File: src/rtl/keyresp_pkg.sv
package keyresp_pkg;
   typedef logic [7:0] kr_byte_t;

   localparam kr_byte_t KR_CMD_IDENT   = 8'h01;
   localparam kr_byte_t KR_CMD_LIGHTS  = 8'h0E;
   localparam kr_byte_t KR_CMD_LAYOUT0 = 8'h07;
   localparam kr_byte_t KR_CMD_LAYOUT1 = 8'h0F;

   localparam kr_byte_t KR_ID_B0  = 8'hFF;
   localparam kr_byte_t KR_ID_B1  = 8'h04;
   localparam kr_byte_t KR_ID_B2  = 8'h7F;
   localparam kr_byte_t KR_LAY_B0 = 8'hFE;
   localparam kr_byte_t KR_LAY_B1 = 8'h21;

   localparam int KR_REPLY_MAX = 3;
   localparam int KR_LEN_W     = $clog2(KR_REPLY_MAX + 1);
endpackage

File: src/rtl/keyresp_fifo.sv
module keyresp_fifo #(
   parameter int DEPTH = 8,
   parameter int W     = 8,
   parameter int RMAX  = 3,
   parameter int LW    = 2
) (
   input  logic                  clk,
   input  logic                  rst_n,
   input  logic                  push,
   input  logic [W-1:0]          push_data,
   input  logic                  pop,
   input  logic                  load,
   input  logic [LW-1:0]         load_len,
   input  logic [RMAX-1:0][W-1:0] load_bytes,
   output logic [W-1:0]          head,
   output logic                  avail
);
   localparam int  AW   = $clog2(DEPTH);
   localparam int  CW   = $clog2(DEPTH + 1);
   localparam bit  POW2 = (DEPTH & (DEPTH - 1)) == 0;

   if (DEPTH < 2) begin : g_bad_depth
      $error("keyresp_fifo: DEPTH must be at least 2");
   end
   if (RMAX >= DEPTH) begin : g_bad_rmax
      $error("keyresp_fifo: reply must fit with room to spare");
   end

   logic [W-1:0]  mem [DEPTH];
   logic [AW-1:0] rptr, wptr, rptr_nx, wptr_nx;
   logic [CW-1:0] count;
   logic          full, empty, do_push, do_pop;

   if (POW2) begin : g_wrap_pow2
      assign rptr_nx = rptr + AW'(1);
      assign wptr_nx = wptr + AW'(1);
   end else begin : g_wrap_cmp
      assign rptr_nx = (rptr == AW'(DEPTH - 1)) ? '0 : rptr + AW'(1);
      assign wptr_nx = (wptr == AW'(DEPTH - 1)) ? '0 : wptr + AW'(1);
   end

   assign full    = (count == CW'(DEPTH));
   assign empty   = (count == '0);
   assign do_push = push & ~full & ~load;
   assign do_pop  = pop & ~empty & ~load;

   always_ff @(posedge clk or negedge rst_n) begin
      if (!rst_n) begin
         rptr  <= '0;
         wptr  <= '0;
         count <= '0;
      end else if (load) begin
         rptr  <= '0;
         wptr  <= AW'(load_len);
         count <= CW'(load_len);
      end else begin
         if (do_push) wptr <= wptr_nx;
         if (do_pop)  rptr <= rptr_nx;
         case ({do_push, do_pop})
            2'b10:   count <= count + CW'(1);
            2'b01:   count <= count - CW'(1);
            default: count <= count;
         endcase
      end
   end

   always_ff @(posedge clk) begin
      if (load) begin
         for (int i = 0; i < RMAX; i++) mem[i] <= load_bytes[i];
      end else if (do_push) begin
         mem[wptr] <= push_data;
      end
   end

   assign head  = empty ? '0 : mem[rptr];
   assign avail = ~empty;


   full_drop_chk: assert property (@(posedge clk) disable iff (!rst_n)
      (full && push && !pop && !load) |=> (full && $stable(rptr)));

   empty_pop_chk: assert property (@(posedge clk) disable iff (!rst_n)
      (empty && pop && !push && !load) |=> (!avail && head == '0));

   remain_chk: assert property (@(posedge clk) disable iff (!rst_n)
      (count > CW'(1) && pop && !push && !load) |=> avail);
endmodule

File: src/rtl/keyresp_lockflt.sv
module keyresp_lockflt (
   input  logic       clk,
   input  logic       rst_n,
   input  logic       hit,
   input  logic       release_ev,
   output logic       drop
);
   logic [1:0] st, st_nx;

   assign st_nx = release_ev ? (st ^ 2'b10) : (st ^ 2'b01);
   assign drop  = hit & (release_ev ? (st_nx == 2'd3) : (st_nx == 2'd2));

   always_ff @(posedge clk or negedge rst_n) begin
      if (!rst_n)   st <= 2'd0;
      else if (hit) st <= st_nx;
   end


   second_press_chk: assert property (@(posedge clk) disable iff (!rst_n)
      (hit && !release_ev && st == 2'd3) |-> drop);

   pair_release_chk: assert property (@(posedge clk) disable iff (!rst_n)
      (hit && release_ev && st == 2'd2) |-> !drop);
endmodule

File: src/rtl/keyresp_cmd.sv
module keyresp_cmd
   import keyresp_pkg::*;
#(
   parameter int RMAX = KR_REPLY_MAX,
   parameter int LW   = KR_LEN_W
) (
   input  logic                  clk,
   input  logic                  rst_n,
   input  logic                  enable,
   input  logic                  host_valid,
   input  kr_byte_t              host_byte,
   output logic                  load,
   output logic [LW-1:0]         load_len,
   output logic [RMAX-1:0][7:0]  load_bytes
);
   if (RMAX < 3) begin : g_bad_rmax
      $error("keyresp_cmd: replies need three byte slots");
   end

   logic light_arg;
   logic take;

   assign take = host_valid & enable;

   always_comb begin
      load       = 1'b0;
      load_len   = '0;
      load_bytes = '0;
      if (take && !light_arg) begin
         case (host_byte)
            KR_CMD_IDENT: begin
               load          = 1'b1;
               load_len      = LW'(3);
               load_bytes[0] = KR_ID_B0;
               load_bytes[1] = KR_ID_B1;
               load_bytes[2] = KR_ID_B2;
            end
            KR_CMD_LAYOUT0, KR_CMD_LAYOUT1: begin
               load          = 1'b1;
               load_len      = LW'(2);
               load_bytes[0] = KR_LAY_B0;
               load_bytes[1] = KR_LAY_B1;
            end
            default: ;
         endcase
      end
   end

   always_ff @(posedge clk or negedge rst_n) begin
      if (!rst_n)     light_arg <= 1'b0;
      else if (take)  light_arg <= light_arg ? 1'b0 : (host_byte == KR_CMD_LIGHTS);
   end


   light_arg_drop_chk: assert property (@(posedge clk) disable iff (!rst_n)
      (light_arg && take) |-> !load);

   disabled_chk: assert property (@(posedge clk) disable iff (!rst_n)
      !enable |-> !load);
endmodule

File: src/rtl/keyresp_top.sv
module keyresp_top
   import keyresp_pkg::*;
#(
   parameter int DEPTH     = 8,
   parameter int NUM_LOCKS = 2
) (
   input  logic                 clk,
   input  logic                 rst_n,
   input  logic                 enable,
   input  logic                 key_valid,
   input  logic [7:0]           key_code,
   input  logic                 key_release,
   input  logic [NUM_LOCKS-1:0] key_lock,
   input  logic                 host_valid,
   input  logic [7:0]           host_byte,
   input  logic                 pop,
   output logic [7:0]           pop_data,
   output logic                 data_avail
);
   if (NUM_LOCKS < 1) begin : g_bad_locks
      $error("keyresp_top: NUM_LOCKS must be at least 1");
   end

   logic                         load;
   logic [KR_LEN_W-1:0]          load_len;
   logic [KR_REPLY_MAX-1:0][7:0] load_bytes;
   logic                         key_go, push;
   logic [NUM_LOCKS-1:0]         drop_vec;
   kr_byte_t                     key_byte;

   keyresp_cmd #(.RMAX(KR_REPLY_MAX), .LW(KR_LEN_W)) u_cmd (
      .clk(clk), .rst_n(rst_n), .enable(enable),
      .host_valid(host_valid), .host_byte(host_byte),
      .load(load), .load_len(load_len), .load_bytes(load_bytes)
   );

   assign key_go = key_valid & ~load;

   for (genvar i = 0; i < NUM_LOCKS; i++) begin : g_lock
      keyresp_lockflt u_flt (
         .clk(clk), .rst_n(rst_n),
         .hit(key_go & key_lock[i]), .release_ev(key_release),
         .drop(drop_vec[i])
      );
   end

   assign key_byte = {key_release, key_code[6:0]};
   assign push     = key_go & ~(|drop_vec);

   keyresp_fifo #(.DEPTH(DEPTH), .W(8), .RMAX(KR_REPLY_MAX), .LW(KR_LEN_W)) u_fifo (
      .clk(clk), .rst_n(rst_n),
      .push(push), .push_data(key_byte), .pop(pop),
      .load(load), .load_len(load_len), .load_bytes(load_bytes),
      .head(pop_data), .avail(data_avail)
   );

   // at most one lock key identified per event
   lock_sel_chk: assert property (@(posedge clk) disable iff (!rst_n)
      key_valid |-> $onehot0(key_lock));

   reply_visible_chk: assert property (@(posedge clk) disable iff (!rst_n)
      load |=> data_avail);
endmodule

File: config.mk
export PLATFORM = sky130hd
export DESIGN_NAME = keyresp_top
export DESIGN_NICKNAME = d
export VERILOG_FILES = /design/src/rtl/keyresp_pkg.sv /design/src/rtl/keyresp_fifo.sv /design/src/rtl/keyresp_lockflt.sv /design/src/rtl/keyresp_cmd.sv /design/src/rtl/keyresp_top.sv
export SDC_FILE = /design/constraint.sdc
export NUM_CORES = 1
export LEC_CHECK = 0
export ABC_AREA = 1
export ABC_CLOCK_PERIOD_IN_PS = 2600
export BUFFER_PORTS_ARGS = -buffer_cell sky130_fd_sc_hd__buf_2
export CAP_MARGIN = 20
export CORE_ASPECT_RATIO = 1.25
export CORE_UTILIZATION = 54
export CTS_CLUSTER_SIZE = 24
export DETAILED_ROUTE_END_ITERATION = 8
export PLACE_DENSITY_LB_ADDON = 0.2
export SLEW_MARGIN = 15
export SYNTH_ARGS = -nofsm -noshare
export SYNTH_HDL_FRONTEND = slang
export SYNTH_SLANG_ARGS = --single-unit
File: constraint.sdc
create_clock -name clk -period 2.6 [get_ports clk]
set_clock_uncertainty 0.05 [all_clocks]
set_input_delay 0.39 -clock clk [delete_from_list [all_inputs] [get_ports clk]]
set_output_delay 0.39 -clock clk [all_outputs]
set_load 0.03 [all_outputs]
Word-level counts from Yosys, hierarchy flattened

Memory sizes are Yosys's and may differ from the RTL's.
Index checks and enable logic that the tools add are counted.

Bits of input ports: 25
Register bits after elaboration: 15
Memories: 1
Logic and storage cells: 78
Bits in writable memories: 64

Muxes and demuxes: 27
Reductions and logical operators: 10
Equality and inequality tests: 11
Bitwise gates (word level): 19
$add $sub $neg: 4

Memories:

| memory     | depth | bits a word | rd ports | clocked after Yosys merged registers in | wr ports | RTL line           | text |
|---|---|---|---|---|---|---|---|
| u_fifo.mem | 8     | 8           | 1        | 0                                       | 3        | keyresp_fifo.sv:29 | `logic [W-1:0] mem [DEPTH];` |

Operator list:

| cell                                                                  | number |
|---|---|
| 14-bit one-hot mux with 2 select lines                                | 1 |
| 24-bit 2-to-1 mux                                                     | 1 |
| 8-bit by 4-bit equality test with 1-bit output, second input constant | 2 |
| 8-bit 2-to-1 mux                                                      | 2 |
| 3-bit 2-to-1 mux                                                      | 5 |
| 1-bit bitwise AND                                                     | 11 |
| 1-bit 2-to-1 mux                                                      | 11 |
| 2-bit equality test, second input constant                            | 5 |
| 8-bit by 1-bit equality test with 1-bit output, second input constant | 1 |
| 8-bit by 3-bit equality test with 1-bit output, second input constant | 1 |
| 1-bit NOT                                                             | 8 |
| 4-bit one-hot mux with 2 select lines                                 | 1 |
| 8-bit OR reduction                                                    | 1 |
| 7-bit 2-to-1 mux                                                      | 1 |
| 3-bit by 1-bit adder with 3-bit output, second input constant         | 2 |
| 2-bit 2-to-1 mux                                                      | 3 |
| 4-bit by 1-bit adder with 4-bit output, second input constant         | 1 |
| 4-bit equality test, second input constant                            | 1 |
| 4-bit zero test                                                       | 1 |
| 4-bit 2-to-1 mux                                                      | 1 |
| 2-bit one-hot mux with 2 select lines                                 | 1 |
| 2-bit nonzero test                                                    | 2 |
| 2-bit OR reduction                                                    | 2 |
| 4-bit by 1-bit subtractor with 4-bit output, second input constant    | 1 |
| other kinds (5)                                                       | 5 |

Longest topological paths before layout

Gate-level depths: netlist (run 1).

Depth in word-level cells: 18
Mapped depth: 18
Mapped depth without buffers: 18

Cells and area by module

Synthesis (run 1) repeated with hierarchy kept, for this count alone.

Cell total of the unflattened synthesis: 444
Area total of the unflattened synthesis: 4182.8 µm²

By module, submodules not included:

| module          | area each (µm²) | cells each | times used |
|---|---|---|---|
| keyresp_fifo    | 3601.0          | 353        | 1 |
| keyresp_cmd     | 311.5           | 49         | 1 |
| keyresp_lockflt | 113.9           | 16         | 2 |
| keyresp_top     | 42.5            | 10         | 1 |

Worst setup path before layout (run 1)

Ideal clock, no wire load.

Kind: input to register
Start point: in host_byte[7]
End point: reg u_fifo.count[3]
Setup slack: 0.348 ns
Stages: 18
Path buffers: 0
Library setup time: 0.116 ns
Arrival time: 2.085 ns
Required time: 2.434 ns
Cell sequence: nor2_1 nand2_1 inv_1 nand3_2 nand2_2 nor2_4 o211ai_4 nand2_1 inv_1 ha_1 a21oi_1 nand2_1 xor2_1 inv_1 nand2_1 nand2_1 nand2_1 nand2_1

Cells in the longest elaborated chain, start to end: 16
Elaborated cells on any way between the ends: 23
Those cells by class: 5 x eq/ne; 4 x mux; 11 x bitwise; 3 x reduce/logical

RTL lines:

| what                                                                                         | RTL line                                                  | text |
|---|---|---|
| start, declared                                                                              | keyresp_top.sv:15                                         | `input logic [7:0] host_byte,` |
| 8-bit by 3-bit equality test with 1-bit output, or another cell as far along                 | keyresp_cmd.sv:30                                         | `case (host_byte)` |
| 3-bit OR reduction (no line) (*)                                                             | -                                                         |  |
| 1-bit 2-to-1 mux (*)                                                                         | keyresp_cmd.sv:30                                         |  |
| 1-bit 2-to-1 mux (*)                                                                         | keyresp_cmd.sv:29                                         | `if (take && !light_arg) begin` |
| 1-bit NOT                                                                                    | keyresp_fifo.sv:44, keyresp_fifo.sv:45, keyresp_top.sv:37 |  |
| 1-bit bitwise AND                                                                            | keyresp_top.sv:37                                         | `assign key_go = key_valid & ~load;` |
| 1-bit bitwise AND                                                                            | keyresp_top.sv:42                                         | `.hit(key_go & key_lock[i]), .release_ev(key_release),` |
| 1-bit bitwise AND                                                                            | keyresp_lockflt.sv:11                                     | `assign drop = hit & (release_ev ? (st_nx == 2'd3) : (st_nx == 2'd2));` |
| 2-bit OR reduction                                                                           | keyresp_top.sv:48                                         | `assign push = key_go & ~(\|drop_vec);` |
| 1-bit NOT                                                                                    | keyresp_top.sv:48                                         |  |
| 1-bit bitwise AND                                                                            | keyresp_top.sv:48                                         |  |
| 1-bit bitwise AND (2 in a row)                                                               | keyresp_fifo.sv:44                                        | `assign do_push = push & ~full & ~load;` |
| 2-bit by 1-bit equality test with 1-bit output / 2-bit equality test (equally long branches) | keyresp_fifo.sv:59                                        | `case ({do_push, do_pop})` |
| 4-bit one-hot mux with 2 select lines                                                        | keyresp_fifo.sv:59                                        |  |
| 4-bit 2-to-1 mux                                                                             | keyresp_fifo.sv:52                                        | `end else if (load) begin` |
| end signal, assigned                                                                         | keyresp_fifo.sv:55                                        | `count <= CW'(load_len);` |
| end signal, assigned                                                                         | keyresp_fifo.sv:60                                        | `2'b10: count <= count + CW'(1);` |
| end signal, assigned                                                                         | keyresp_fifo.sv:61                                        | `2'b01: count <= count - CW'(1);` |
| end, declared                                                                                | keyresp_fifo.sv:31                                        | `logic [CW-1:0] count;` |

Every way passes the cells marked *; elsewhere a longest branch is shown, timed or not.
A chain may end at the register's enable or synchronous reset.

Worst setup path in the final report (run 1)

Start point: reg u_fifo.rptr[0]
End point: out pop_data[7]

Cells in the longest elaborated chain, start to end: 2

RTL lines:

| what                   | RTL line           | text |
|---|---|---|
| start, declared        | keyresp_fifo.sv:30 | `logic [AW-1:0] rptr, wptr, rptr_nx, wptr_nx;` |
| start signal, assigned | keyresp_fifo.sv:58 | `if (do_pop) rptr <= rptr_nx;` |
| memory read 8 x 8 bit  | -                  |  |
| 8-bit 2-to-1 mux       | keyresp_fifo.sv:75 | `assign head = empty ? '0 : mem[rptr];` |
| end, declared          | keyresp_top.sv:17  | `output logic [7:0] pop_data,` |

No other way between the ends.

==> reports/summary.txt, run 1 <==
status - complete, no violations
Crit Path Class - flop to primary output
FF-to-FF path depth - 17
crit share post-route - 92.41%
sw power - 2.023 mW
total power - 4.810 mW
Mapped Cells - 382
Worst-Margin Slew - 0.4706 ns
Multi-input gate area - 1296 um2
Min Clock Period, post-route - 2.403 ns
first-pass GRT wire length - 13250 um
die area - 7326 um2
TritonCTS clock tree - done
hold endpoint - u_cmd.light_arg
Rows - 33
switching share of power - 42.05%
max-cap check violation count - 0
Root Buffer - clkbuf_8
vias - 2849
Yosys top cell area share - 50.95%
Hold Crit Depth - 2
Ports - 34
Starting DRT DRC Count - 199
GRT Total Usage - 24.88%
vias in the first global route - 2801
CTS HTree Levels - 3
final hold vios - 0
R2R Path End - u_fifo.count[3]
Slew Limit Fails - 0
# setup viols final - 0
post-synth top area cell - edfxtp_1
clk_lat worst skew - 0.35 ns
routability cong. - 0.8493
diodes inserted - 0
Synth-to-Final Area Change - 15.49%
layout filler cell count - 518
number of remaining DRC errors - 0
initial antenna violation count - 0
f_max - 416.2 MHz
Sink Count - 79
Slew HR - 68.54%
layout cell share with drive strength beyond 1 - 18.72%
CP required - 2.16 ns
RSZ-0062 raised after global routing - false
Internal - 2.787 mW
Initial Utilization - 56.75%
leakage - 1.895 nW
Post-synth top flop - edfxtp_1
CTS max path bufs - 2
Combinational Power Share - 44.5%
Post-synth EDFFs - 64
Post-synth ARST share - 18.99%
IO buf count - 32
reg-to-reg setup timing slack - 0.23 ns
Core ar. - 6648 um2
Num CTS Buffers - 9
Worst Setup End Kind - primary output
cell with the most instances after synthesis - nor2_1
DR WL/cell - 15.75 um
Synth area leaders - edfxtp_1 51%, dfrtp_1 10%, nor2_1 7.2%
pwr/cell area - 1104 nW/um2
netlist area before placement - 3772 um2
Worst IR Drop VDD - 609.2 uV
Syn Area/Cell - 9.875 um2
final wirelength - 8269 um
critical path arrival - 1.96 ns
DP HPWL - 5776 um
critical path launch point type - flop
post-synthesis sequential area ratio - 60.90%
Worst R2R Start - u_cmd.light_arg
Sequential Power Share - 36.3%
Die W - 76.76 um
Routed Antenna Nets - 0
Register Area - 2297 um2
Clk pwr share - 19.2%
min-delay worst type - primary input to flop
Max FO, Critical Path - 33
syn nets - 412
nets - 463
register bit total from synthesis - 79
vias per cell - 5.427
Post-CTS Setup Repair Bufs - 0
grt total ovfl - 0
Syn. warnings - 0
Final TNS setup - 0 ns
Pre-Repair DR Iteration Count - 4
clock-pin transition on the worst setup and hold timing paths - 0.08 ns
synth cell count leaders - 72 x nor2_1, 69 x nand2_1, 64 x edfxtp_1, 49 x o21ai_0, 34 x inv_1
Die H - 95.45 um
hold path start - host_byte[2]
largest net degree at the start of global routing - 35
distinct cell type count after synthesis - 32
[cell usage in the layout, fill, tap and decap left out, types with 2 or more instances in the layout]
cell,n
a21oi_1,5
a31oi_1,8
buf_2,32
buf_4,16
clkbuf_8,9
clkinv_4,2
dfrtp_1,15
edfxtp_1,64
ha_1,4
inv_1,34
inv_2,2
inv_6,3
mux2_2,2
nand2_1,69
nand2_2,3
nand3_1,12
nand3_2,3
nor2_1,72
nor3_1,2
o21ai_0,49
o22ai_1,8
xnor2_1,3
xor2_1,4
[metrics by stage]
stage / util (%) / instances / setup slack, ns / hold slack (ns) / instance area, um2
final: 65.54 / 525 / 0.1975 / 0.2420 / 4357
after floorplan: - / 382 / 0.3483 / 0.04441 / 3772
after global placement: 62.34 / 508 / 0.1397 / 0.2719 / 4144
after global routing: 65.54 / 525 / 0.01548 / 0.2596 / 4357
after detailed placement: 62.34 / 508 / 0.08653 / 0.2744 / 4144
after CTS: 65.54 / 525 / 0.1375 / 0.2310 / 4357
[cell families (layout without fill, tap and decap cells)]
| group | count (synthesis) | count (layout) | share of synthesized area [%] |
|---|---|---|---|
| fa+ha+maj | 5 | 5 | 1.857 |
| flops | 79 | 79 | 60.90 |
| simple gates | 167 | 167 | 19.10 |
| buf+inv | 47 | 103 | 4.743 |
| mux | 2 | 2 | 0.5970 |
| compound gates | 75 | 75 | 11.18 |
| xor+xnor | 7 | 7 | 1.625 |
[layer usage]
| metal | GRT usage, % | vias to the layer above | routed length (um) |
|---|---|---|---|
| met5 | 0 | - | 0 |
| li1 | - | 1400 | - |
| met2 | 46.21 | 95 | 4496 |
| met4 | 10.10 | 0 | 133 |
| met1 | 28.36 | 1345 | 3138 |
| met3 | 4.402 | 9 | 500 |
[worst max-delay path: stages (launching register included)]
cell and delay (ns):
dfrtp_1 0.35, buf_4 0.34, o21ai_0 0.16, o22ai_1 0.19, o21ai_0 0.15, a31oi_1 0.20, buf_2 0.22
[power by group through the flow]
stage	sequential [mW]	clock, mW	combinational (mW)
floorplan	1.76	0	1.48
global placement	1.77	0	2.09
detailed placement	1.77	0	2.15
CTS	1.74	0.933	2.15
global route	1.77	0.984	2.37
finish	1.74	0.924	2.14
[timing repair]
action,CTS,global route
hold buffers,1,0
hold endpoints to repair,15,0
gates resized for setup,0,0
[flip-flops by register name (all words and copies together) (netlist names)]
name	cells
u_fifo.mem	64
g_lock.u_flt.st	4
u_fifo.count	4
u_fifo.rptr	3
u_fifo.wptr	3
u_cmd.light_arg	1
[cell type report]
cell class	instances	area share [%]
tap	87	2.499
clock buffer	9	2.843
inverter	37	3.245
clock inverter	7	1.809
multi-input combinational	256	29.75
timing repair buffer	50	7.122
sequential	79	52.73
[worst max path at each step]
stage	startpoint	endpoint	slack [ns]	depth (start not counted)
final	u_fifo.rptr[0]	pop_data[7]	0.20	6
after global routing	u_cmd.light_arg	u_fifo.count[3]	0.02	18
after CTS	u_fifo.rptr[0]	pop_data[7]	0.14	6
after detailed placement	host_byte[2]	u_fifo.count[3]	0.09	18
after global placement	host_byte[7]	u_fifo.count[3]	0.14	18
after floorplan	host_byte[7]	u_fifo.count[3]	0.35	18
Note: power is estimated with default switching activity, not from simulation.
==> run 2, diff against run 1 <==
--- a/config.mk
+++ b/config.mk
@@ -10,6 +10,7 @@
 export BUFFER_PORTS_ARGS = -buffer_cell sky130_fd_sc_hd__buf_2
 export CAP_MARGIN = 20
 export CORE_ASPECT_RATIO = 1.25
+export CORE_MARGIN = 4
 export CORE_UTILIZATION = 54
 export CTS_CLUSTER_SIZE = 24
 export DETAILED_ROUTE_END_ITERATION = 8
==> run 2 against run 1 <==
Worst setup slack worse by 0.0096 ns. Sequential power about the same. Count of clock-buffer cells in the layout unchanged. Sequential cell count unchanged. First-iteration DRC count up 12%. Cell area up 0.26%. Die area up 15%. Final cell count down 0.19%. Total power up 0.31%. Utilization down 0.24 points. Largest cell class unchanged. Largest power group unchanged. Highest routed layer unchanged.
==> reports/summary.txt, run 2 (synthesis results as in run 1) <==
status - complete, no violations
Sink Count - 79
Slew HR - 62.05%
Worst Setup End Kind - primary output
Top Family by Delay on Critical Path - compound AO/OA/AOI/OAI gates
largest net degree at the start of global routing - 34
nets - 462
Num CTS Buffers - 9
RSZ-0062 raised after global routing - false
Worst IR Drop VDD - 604.5 uV
routability cong. - 0.9013
Synth-to-Final Area Change - 15.79%
GRT Total Usage - 21.38%
Core ar. - 6689 um2
Top reg by flops - u_fifo.mem
clock-pin transition on the worst setup and hold timing paths - 0.07 ns
Top Registers - u_fifo.mem (64), g_lock.u_flt.st (4), u_fifo.count (4)
crit-path max cell delay - 0.35 ns
Initial Utilization - 56.40%
DP HPWL - 5474 um
Starting DRT DRC Count - 222
vias - 2837
Rows - 33
CP dominant cell by count - o21ai_0
vias per cell - 5.414
# setup viols final - 0
Min Clock Period, post-route - 2.412 ns
Max FO, Critical Path - 33
die area - 8395 um2
most frequent cells in the layout - 71 x nor2_1, 68 x nand2_1, 64 x edfxtp_1, 49 x o21ai_0
Worst Hold Slack - 0.2511 ns
Bufs and invs on worst path - 2
min-delay worst type - primary input to flop
grt total ovfl - 0
most common cell after layout, fill and taps aside - nor2_1
TritonCTS clock tree - done
first-pass GRT wire length - 12850 um
Final TNS setup - 0 ns
Pre-Repair DR Iteration Count - 4
vias in the first global route - 2694
Hold Crit Depth - 2
FF-to-FF path depth - 18
hold endpoint - u_cmd.light_arg
crit share post-route - 92.77%
pwr/cell area - 1105 nW/um2
max-cap check violation count - 0
reg-to-reg setup timing slack - 0.29 ns
Root Buffer - clkbuf_8
Worst R2R Start - u_cmd.light_arg
critical path's slowest cell - dfrtp_1
Routed Antenna Nets - 0
leakage - 1.879 nW
Ports - 34
Die W - 82.76 um
max reg flops - 64
Crit Path Class - flop to primary output
hold path start - host_byte[2]
CTS max path bufs - 2
critical path arrival - 1.97 ns
DR WL/cell - 15.67 um
critical path launch point type - flop
CTS HTree Levels - 3
IO buf count - 32
final hold vios - 0
final wirelength - 8212 um
initial antenna violation count - 0
Die H - 101.4 um
layout cell share with drive strength beyond 1 - 19.22%
f_max - 414.6 MHz
critical-path cell list - buf_4 > o21ai_0 > o22ai_1 > o21ai_0 > a31oi_1 > buf_2
CP required - 2.16 ns
Slew Limit Fails - 0
R2R Path End - u_fifo.count[3]
Worst-Margin Slew - 0.5687 ns
diodes inserted - 0
clk_lat worst skew - 0.34 ns
number of remaining DRC errors - 0
-- run 2: area by class of cell --
class	instances	area, um2
clock inverter	7	96.34
clock buffer	9	123.9
sequential	79	2297
fill	542	2321
tap	87	108.9
inverter	37	145.1
timing repair buffer	49	290.3
multi-input combinational	256	1306
-- run 2: worst max path at each step --
stage / start / endpoint / cells after the start
2_1_floorplan: host_byte[7] / u_fifo.count[3] / 18
3_5_place_dp: host_byte[2] / u_fifo.count[3] / 19
3_3_place_gp: host_byte[2] / u_fifo.count[3] / 19
6_report: u_fifo.rptr[0] / pop_data[1] / 6
4_1_cts: u_fifo.rptr[1] / pop_data[2] / 6
5_1_grt: u_cmd.light_arg / u_fifo.count[3] / 18
-- run 2: timing repair --
action	in CTS	in global routing
setup endpoints to repair	0	6
buffers inserted	0	0
hold buffers	1	0
resized for setup	0	5
hold endpoints to repair	15	0
-- run 2: power by group --
group	leakage (nW)	total, mW	internal [mW]	switching (mW)
clock network	0.103	0.983	0.542	0.441
logic	1.01	2.09	0.671	1.42
registers	0.762	1.75	1.63	0.120
total	1.88	4.83	2.84	1.98
-- run 2: metrics by stage --
stage               total power, mW  instances  utilization [%]  area (um2)  worst slack, ns
finish                        4.825        524            65.30        4368           0.1879
global route                  5.177        524            65.30        4368          0.01587
CTS                           4.840        524            65.10        4354          0.06011
detailed placement            3.863        507            61.65        4124          0.07936
global placement              3.791        507            61.65        4124           0.1437
floorplan                     3.234        382                -        3772           0.3483
-- run 2: layer usage --
layer  part of all wire, %  GRT usage (%)
met4                   2.8          11.95
met1                    40          25.22
met3                   6.2          3.648
met5                     0              0
met2                    51          36.42
